[config.mk]
export PLATFORM = sky130hd
export DESIGN_NAME = issue_slot_sched
export DESIGN_NICKNAME = d
export VERILOG_FILES = /design/src/rtl/sched_pkg.sv /design/src/rtl/sched_slot_ctr.sv /design/src/rtl/sched_slot_table.sv /design/src/rtl/sched_rr_pick.sv /design/src/rtl/issue_slot_sched.sv
export SDC_FILE = /design/constraint.sdc
export NUM_CORES = 1
export LEC_CHECK = 0
export ABC_AREA = 1
export BUFFER_PORTS_ARGS = -buffer_cell sky130_fd_sc_hd__clkbuf_2
export CORE_AREA = 2 2 46 69
export DETAILED_ROUTE_END_ITERATION = 8
export DIE_AREA = 0 0 48 71
export PLACE_DENSITY = 0.8
export SLEW_MARGIN = 15
export SYNTH_ARGS = -nofsm -noshare
export SYNTH_HDL_FRONTEND = slang
export SYNTH_SLANG_ARGS = --single-unit
[constraint.sdc]
create_clock -name clk -period 2.1 [get_ports clk]
set_input_delay 0.42 -clock clk [delete_from_list [all_inputs] [get_ports clk]]
set_output_delay 0.42 -clock clk [all_outputs]
set_load 0.01 [all_outputs]
[src/rtl/sched_pkg.sv]
package sched_pkg;

  typedef enum logic [1:0] {
    POL_ROTATE = 2'd0,
    POL_TABLE  = 2'd1,
    POL_READY  = 2'd2,
    POL_SPARE  = 2'd3
  } policy_e;

  // Effective slot count: a request of zero acts as one, above depth acts as depth.
  function automatic int clamp_slots(input int req, input int depth);
    if (req < 1) return 1;
    if (req > depth) return depth;
    return req;
  endfunction

  // Next slot index: wraps to zero once the last active slot is reached or passed.
  function automatic int slot_advance(input int cur, input int lim);
    if (cur + 1 >= lim) return 0;
    return cur + 1;
  endfunction

  // Thread after v in a ring of n threads.
  function automatic int ring_next(input int v, input int n);
    return (v + 1) % n;
  endfunction

endpackage

[src/rtl/sched_slot_ctr.sv]
module sched_slot_ctr #(
  parameter int CTR_W = 3,
  parameter int LIM_W = 4
) (
  input  logic             clk,
  input  logic             rst,
  input  logic             restart_i,
  input  logic             hold_i,
  input  logic [LIM_W-1:0] limit_i,
  output logic [CTR_W-1:0] slot_o
);

  logic [CTR_W-1:0] slot_q;
  logic [CTR_W-1:0] slot_d;

  always_comb begin
    if (restart_i || hold_i) slot_d = '0;
    else slot_d = CTR_W'(sched_pkg::slot_advance(int'(slot_q), int'(limit_i)));
  end

  always_ff @(posedge clk) begin
    if (rst) slot_q <= '0;
    else     slot_q <= slot_d;
  end

  assign slot_o = slot_q;

endmodule

[src/rtl/sched_slot_table.sv]
module sched_slot_table #(
  parameter int NUM_THREADS = 4,
  parameter int TABLE_DEPTH = 8,
  parameter int TID_W       = 2,
  parameter int IDX_W       = 3
) (
  input  logic             clk,
  input  logic             rst,
  input  logic             we_i,
  input  logic [IDX_W-1:0] widx_i,
  input  logic [TID_W-1:0] wtid_i,
  input  logic [IDX_W-1:0] ridx_i,
  output logic [TID_W-1:0] rtid_o
);

  logic [TABLE_DEPTH-1:0][TID_W-1:0] entries;

  for (genvar g = 0; g < TABLE_DEPTH; g++) begin : g_entry
    logic [TID_W-1:0] val_q;
    always_ff @(posedge clk) begin
      if (rst) val_q <= TID_W'(g % NUM_THREADS);
      else if (we_i && (widx_i == IDX_W'(g))) val_q <= wtid_i;
    end
    assign entries[g] = val_q;
  end

  assign rtid_o = entries[ridx_i];

endmodule

[src/rtl/sched_rr_pick.sv]
module sched_rr_pick #(
  parameter int NUM_THREADS = 4,
  parameter int TID_W       = 2
) (
  input  logic [NUM_THREADS-1:0] ready_i,
  input  logic [TID_W-1:0]       start_i,
  output logic                   pick_valid_o,
  output logic [TID_W-1:0]       pick_tid_o
);

  logic [TID_W-1:0] probe;

  // Scan from the farthest offset down so the nearest ready thread wins.
  always_comb begin
    pick_valid_o = 1'b0;
    pick_tid_o   = '0;
    probe        = '0;
    for (int k = NUM_THREADS - 1; k >= 0; k--) begin
      probe = TID_W'((int'(start_i) + k) % NUM_THREADS);
      if (ready_i[probe]) begin
        pick_valid_o = 1'b1;
        pick_tid_o   = probe;
      end
    end
  end

endmodule

[src/rtl/issue_slot_sched.sv]
module issue_slot_sched #(
  parameter int NUM_THREADS = 4,
  parameter int TABLE_DEPTH = 8,
  localparam int TID_W  = (NUM_THREADS > 1) ? $clog2(NUM_THREADS) : 1,
  localparam int IDX_W  = (TABLE_DEPTH > 1) ? $clog2(TABLE_DEPTH) : 1,
  localparam int SCNT_W = $clog2(TABLE_DEPTH + 1)
) (
  input  logic                   clk,
  input  logic                   rst,
  input  logic [NUM_THREADS-1:0] ready_i,
  input  logic [1:0]             mode_i,
  input  logic [SCNT_W-1:0]      slot_count_i,
  input  logic                   tbl_we_i,
  input  logic [IDX_W-1:0]       tbl_idx_i,
  input  logic [TID_W-1:0]       tbl_tid_i,
  output logic                   issue_valid_o,
  output logic [TID_W-1:0]       issue_tid_o
);
  import sched_pkg::*;

  localparam int SPAN  = (NUM_THREADS > TABLE_DEPTH) ? NUM_THREADS : TABLE_DEPTH;
  localparam int CTR_W = (SPAN > 1) ? $clog2(SPAN) : 1;
  localparam int LIM_W = $clog2(SPAN + 1);

  // Named internal events, observed by the bound checker.
  logic [1:0]       mode_q;
  logic             mode_change;
  logic             rotate_mode;
  logic             table_mode;
  logic             ready_mode;
  logic [CTR_W-1:0] slot_q;
  logic [LIM_W-1:0] slot_limit;
  logic [TID_W-1:0] ptr_q;
  logic [TID_W-1:0] tbl_owner;
  logic [TID_W-1:0] slot_owner;
  logic             pick_valid;
  logic [TID_W-1:0] pick_tid;

  assign mode_change = (mode_i != mode_q);
  assign table_mode  = (mode_q == POL_TABLE);
  assign ready_mode  = (mode_q == POL_READY);
  assign rotate_mode = !table_mode && !ready_mode;

  always_ff @(posedge clk) begin
    if (rst) mode_q <= POL_ROTATE;
    else     mode_q <= mode_i;
  end

  always_comb begin
    if (table_mode) slot_limit = LIM_W'(clamp_slots(int'(slot_count_i), TABLE_DEPTH));
    else            slot_limit = LIM_W'(NUM_THREADS);
  end

  sched_slot_ctr #(
    .CTR_W (CTR_W),
    .LIM_W (LIM_W)
  ) u_ctr (
    .clk       (clk),
    .rst       (rst),
    .restart_i (mode_change),
    .hold_i    (ready_mode),
    .limit_i   (slot_limit),
    .slot_o    (slot_q)
  );

  sched_slot_table #(
    .NUM_THREADS (NUM_THREADS),
    .TABLE_DEPTH (TABLE_DEPTH),
    .TID_W       (TID_W),
    .IDX_W       (IDX_W)
  ) u_table (
    .clk    (clk),
    .rst    (rst),
    .we_i   (tbl_we_i),
    .widx_i (tbl_idx_i),
    .wtid_i (tbl_tid_i),
    .ridx_i (slot_q[IDX_W-1:0]),
    .rtid_o (tbl_owner)
  );

  sched_rr_pick #(
    .NUM_THREADS (NUM_THREADS),
    .TID_W       (TID_W)
  ) u_pick (
    .ready_i      (ready_i),
    .start_i      (ptr_q),
    .pick_valid_o (pick_valid),
    .pick_tid_o   (pick_tid)
  );

  always_ff @(posedge clk) begin
    if (rst) ptr_q <= '0;
    else if (ready_mode && pick_valid)
      ptr_q <= TID_W'(ring_next(int'(pick_tid), NUM_THREADS));
  end

  assign slot_owner = table_mode ? tbl_owner : TID_W'(slot_q);

  always_comb begin
    if (ready_mode) begin
      issue_valid_o = pick_valid;
      issue_tid_o   = pick_valid ? pick_tid : ptr_q;
    end else begin
      issue_valid_o = ready_i[slot_owner];
      issue_tid_o   = slot_owner;
    end
  end

endmodule

Word level (Yosys, flattened, before mapping)
Index checks and enable logic that the tools add are counted.

operators by class
  eq/ne operators = 10
  add/subtract/negate cells = 5
  reduce and logical (&&, ||, !) cells = 12
  order comparisons = 9
  mux-type cells = 36

operators with widths
  operator                                                                      count
  32-bit by 5-bit greater-or-equal comparator with 1-bit output                 1
  1-bit two-way mux                                                             18
  2-bit two-way mux                                                             8
  4-bit two-way mux                                                             4
  2-bit by 3-bit less-than comparator with 1-bit output, second input constant  5
  3-bit equality test, second input constant                                    4
  1-bit binary-select mux with 2-bit select                                     5
  1-bit logical AND                                                             9
  2-bit binary-select mux with 3-bit select                                     1
  3-bit by 2-bit equality test with 1-bit output, second input constant         2
  2-bit by 1-bit adder with 2-bit output, second input constant                 2
  2-bit adder, second input constant                                            2
  3-bit by 1-bit adder with 4-bit output, second input constant                 1
  4-bit > comparator, second input constant                                     1
  3-bit by 4-bit less-than comparator with 1-bit output, second input constant  1
  4-bit by 1-bit less-than comparator with 1-bit output, second input constant  1
  3-bit by 1-bit equality test with 1-bit output, second input constant         1
  3-bit logical NOT                                                             1
  3-bit OR reduction                                                            1
  2-bit by 1-bit equality test with 1-bit output, second input constant         1
  2-bit equality test, second input constant                                    1
  2-bit != test                                                                 1
  1-bit logical OR                                                              1

word-level totals
  bits of input ports = 18
  word-level logic and storage cells = 83
  output and inout bits = 3
  register bits = 23

Depth between registers and ports, before layout
  depth in word-level cells = 12
  depth in mapped cells = 13
  depth with buffers taken out = 12

Cells and area by module
A second synthesis with hierarchy kept.

unflattened totals
  cells, all modules = 284
  area total of the unflattened synthesis = 1666.6 µm²

modules (own cells, without submodules)
  module            seq. area each (µm²)  cells an instance  area each (µm²)  times used
  sched_slot_table  320.3                 145                844.6            1
  issue_slot_sched  80.1                  60                 380.4            1
  sched_slot_ctr    60.1                  33                 229.0            1
  sched_rr_pick     0.0                   46                 212.7            1

Worst setup path after synthesis
No wires, ideal clock.

  path kind = register -> register
  start point = reg u_ctr.slot_q[1], in the netlist u_ctr.slot_o[1]
  end point = reg u_ctr.slot_q[2], in the netlist u_ctr.slot_o[2]
  clock period less this slack = 1658 ps
  required time = 2030 ps
  cell stages (with the launch flop) = 8
  path buffers = 0
  arrival = 1588 ps
  library setup time = 70 ps
  slack = 442 ps
  cells stage by stage = dfxtp_1 ha_1 ha_1 a21boi_0 o21a_1 o21ai_0 nand4_1 a21oi_1

between the ends
  cells in the longest elaborated chain, start to end = 5

RTL lines
  what                                                           RTL line              RTL
  from (decl)                                                    sched_slot_ctr.sv:13  logic [CTR_W-1:0] slot_q;
  from (signal assigned)                                         sched_slot_ctr.sv:23  else slot_q <= slot_d;
  3-bit by 1-bit adder with 4-bit output (*)                     sched_pkg.sv:19       if (cur + 1 >= lim) return 0;
  32-bit by 5-bit greater-or-equal comparator with 1-bit output  sched_pkg.sv:19
  1-bit two-way mux                                              sched_pkg.sv:19
  1-bit two-way mux                                              sched_slot_ctr.sv:17  if (restart_i || hold_i) slot_d = '0;
  3-bit OR reduction (no line)                                   n/a

Every way passes the cells marked *; elsewhere a longest branch is shown, timed or not. The select of a mux whose other input is x is not followed.
A chain may end at the register's enable or synchronous reset.

Worst setup path in the final report
  start point = reg ptr_q[0]
  end point = out issue_tid_o[0]

between the ends
  cells in the longest elaborated chain, start to end = 9
  elaborated cells on any way between the ends = 21
  those cells by class = add/sub (3); mux (18)

RTL lines
  what                                                                  RTL line                 RTL
  from (decl)                                                           issue_slot_sched.sv:33   logic [TID_W-1:0] ptr_q;
  from (signal assigned)                                                issue_slot_sched.sv:94   ptr_q <= TID_W'(ring_next(int'(pick_tid), NUM_THREADS));
  2-bit adder                                                           sched_rr_pick.sv:19      probe = TID_W'((int'(start_i) + k) % NUM_THREADS);
  1-bit binary-select mux with 2-bit select                             sched_rr_pick.sv:20      if (ready_i[probe]) begin
  1-bit two-way mux (implied by the code)                               sched_rr_pick.sv:20
  2-bit two-way mux or 1-bit two-way mux (tied branches) (4 in series)  sched_rr_pick.sv:20
  2-bit two-way mux (*)                                                 issue_slot_sched.sv:102  issue_tid_o = pick_valid ? pick_tid : ptr_q;
  2-bit two-way mux (*)                                                 issue_slot_sched.sv:100  if (ready_mode) begin
  to (decl)                                                             issue_slot_sched.sv:17   output logic [TID_W-1:0] issue_tid_o

Marks and branches as above.

==> out/results.tsv <==
metric	value	unit
status	finished, final reports clean	
register bit total from synthesis	23	
Seq/Total Area, Yosys	0.2999	
Mapped Area	0.001535	mm^2
vias per inst	5.046	
unrepaired setup endpoints after global routing	true	
WHS Endpoint	mode_q[0]	
CTS Root Cell	clkbuf_8	
GRT Overall Usage	0.2375	
standard-cell rows	24	
VDD IR max	0.4103	mV
Pre-antenna DRT Iters	4	
# nets final	308	
R2R cell count	10	
CTS sink count	23	
H-tree level count	1	
crit path kind	flip-flop to primary output	
TritonCTS clock tree	done	
Hold Crit Depth	3	
clk_skew	3.711	ps
first-pass GRT wire length	6.085	mm
CP endpoint kind	primary output	
GPL Wtd Cong	0.7413	
period utilisation layout	0.9812	
Pwr Density	544.9	mW/mm^2
vias in the first global route	1554	
total grt overflow	0	
Die X	48	um
DRT antenna net count	0	
initial antenna violation count	0	
Worst Tran Pin Value	473.0	ps
dpl hpwl	2.811	mm
CP required	1680	ps
Startpoint Class	flip-flop	
Bufs on Longest Clock Path	2	
drt wl/cell	12.19	um
clock-pin slew on the worst setup and hold paths	90	ps
Final min period	2061	ps
Post-Place Cells	311	
Starting Density	0.5382	
post-layout util	0.6500	
max-slew violation count	0	
First DRT Iteration DRCs	51	
RR Startpoint	u_ctr.slot_o[0]	
Final Setup Violations	0	
die area	0.003408	mm^2
clock latency on the worst-skew pair	270	ps
syn nets	279	
DR DRC count	0	
Yosys cell types	29	
r2r setup slk	90	ps
Ports	21	
Hold WC Path Type	input port to flip-flop	
total wire length	3.936	mm
port bufs	20	
via count	1630	
Avg Inst Size Synth	5.997	um^2
TritonCTS Buffers	3	
pin count of the biggest net entering global routing	18	
Max Cap Viol	0	
core area	0.002853	mm^2
hold buffer count at cts	0	
Static Leak	0.9549	nW
Area Overhead vs Synth	20.78	%
Die Height	71	um
fraction of layout cells with a size suffix above 1	0.2500	
Reg-to-Reg End	u_ctr.slot_o[2]	
max_slew headroom	0.6843	
Cell Count, Final, Fillers Out	323	
Fin. Hold Viols	0	
hold_sp	mode_i[0]	
synth warn	0	
Max Clk Rate	0.4853	GHz
Arr. time, crit path	1640	ps
diode count	0	
Cells after Synth	256	
CP max FO	5	
sequential cells by signal (all words and copies together), names as in the netlist:
register               count
u_ctr.slot_o               3
mode_q                     2
ptr_q                      2
u_table.g_entry.val_q     16
synth_stat cells (all sizes together):
master / number / area share
nor2: 40 / 0.11
o211ai: 1 / 0.0049
ha: 5 / 0.041
nor3: 3 / 0.0098
o21bai: 1 / 0.0049
or2: 1 / 0.0041
buf: 3 / 0.014
clkbuf: 2 / 0.0057
nand2: 85 / 0.22
nand3: 31 / 0.10
nor4: 1 / 0.0041
a21boi: 1 / 0.0049
clkinv: 1 / 0.0024
inv: 37 / 0.094
dfxtp: 23 / 0.30
a21oi: 3 / 0.0098
o221ai: 2 / 0.011
xor2: 1 / 0.0057
o21a: 1 / 0.0049
nand4: 2 / 0.0081
o21ai: 12 / 0.039
timing repair:
item                                    4_1_cts  5_1_grt
setup buffers                                 0        8
endpoints found under the setup margin        3        3
resized for setup                             6       36
pin swaps                                     0        9
layout make-up:
cell class	count	area [um^2]
fillers	263	998.5
multi-input cells	190	953.4
flip-flops and latches	23	476.7
repair buffers	29	178.9
inverters	38	150.1
well taps	39	48.80
clock buffers	3	41.29
clock inverters	1	5.005
worst max-delay path by stage:
| stage | endpoint | startpoint | cells after the start |
|---|---|---|---|
| floorplan | u_ctr.slot_o[2] | u_ctr.slot_o[1] | 7 |
| global route | issue_tid_o[0] | ptr_q[0] | 11 |
| finish | issue_tid_o[0] | ptr_q[0] | 7 |
| global placement | u_ctr.slot_o[2] | u_ctr.slot_o[0] | 7 |
| detailed placement | issue_tid_o[1] | ptr_q[0] | 7 |
| CTS | issue_valid_o | mode_q[1] | 12 |
through the flow:
stage | setup TNS (ps) | power, mW | setup WS (ps) | cell area, um^2 | hold slack (ps)
finish | 0 | 1.010 | 39.41 | 1854 | 359.0
global route | -44.86 | 1.061 | -30.53 | 1854 | 381.6
detailed placement | 0 | 0.6940 | 129.5 | 1662 | 448.8
CTS | 0 | 0.9712 | 7.907 | 1718 | 359.1
global placement | 0 | 0.6903 | 148.7 | 1662 | 440.8
floorplan | 0 | 0.6341 | 441.8 | 1535 | 428.7
where the power goes:
part           internal (mW)  switching (mW)
combinational          0.102           0.157
sequential             0.452          0.0190
clock                  0.133           0.148
total                  0.686           0.324
routing by layer:
layer	GRT usage	wire, um	up-vias	share of wire
met4	0.08709	81	0	0.021
li1	-	-	855	-
met1	0.2528	1643	732	0.42
met3	0.02551	78	9	0.020
met2	0.4400	2132	34	0.54
met5	0	0	-	0
cell families (layout without fill, tap and decap cells):
group / after synthesis / after routing / share of synthesized area
compound gates: 21 / 21 / 0.07987
xor+xnor: 1 / 1 / 0.005706
fa+ha+maj: 5 / 5 / 0.04075
buf+inv: 43 / 71 / 0.1157
flops: 23 / 23 / 0.2999
simple gates: 163 / 163 / 0.4580
worst max-delay path, cell delays in order, from the launching register on:
cell	delay (ps)
dfxtp_4	390
buf_6	130
nand2_2	60
nand4_1	150
nor2_4	210
nand2_2	80
o221ai_1	180
buf_2	160
placed cells by master, fill, tap and decap left out, types with 2 or more instances in the layout:
master,n
ha_1,4
o21ai_1,3
clkbuf_8,3
nor3_1,3
nor2_1,38
nand2_2,19
a21oi_1,3
nand3_2,3
nand2_1,66
dfxtp_1,18
nand3_1,28
o21ai_0,9
inv_2,4
dfxtp_4,4
buf_4,6
buf_6,3
clkbuf_2,18
buf_2,2
nand4_1,2
inv_1,31
Note: power is estimated with default switching activity, not from simulation.
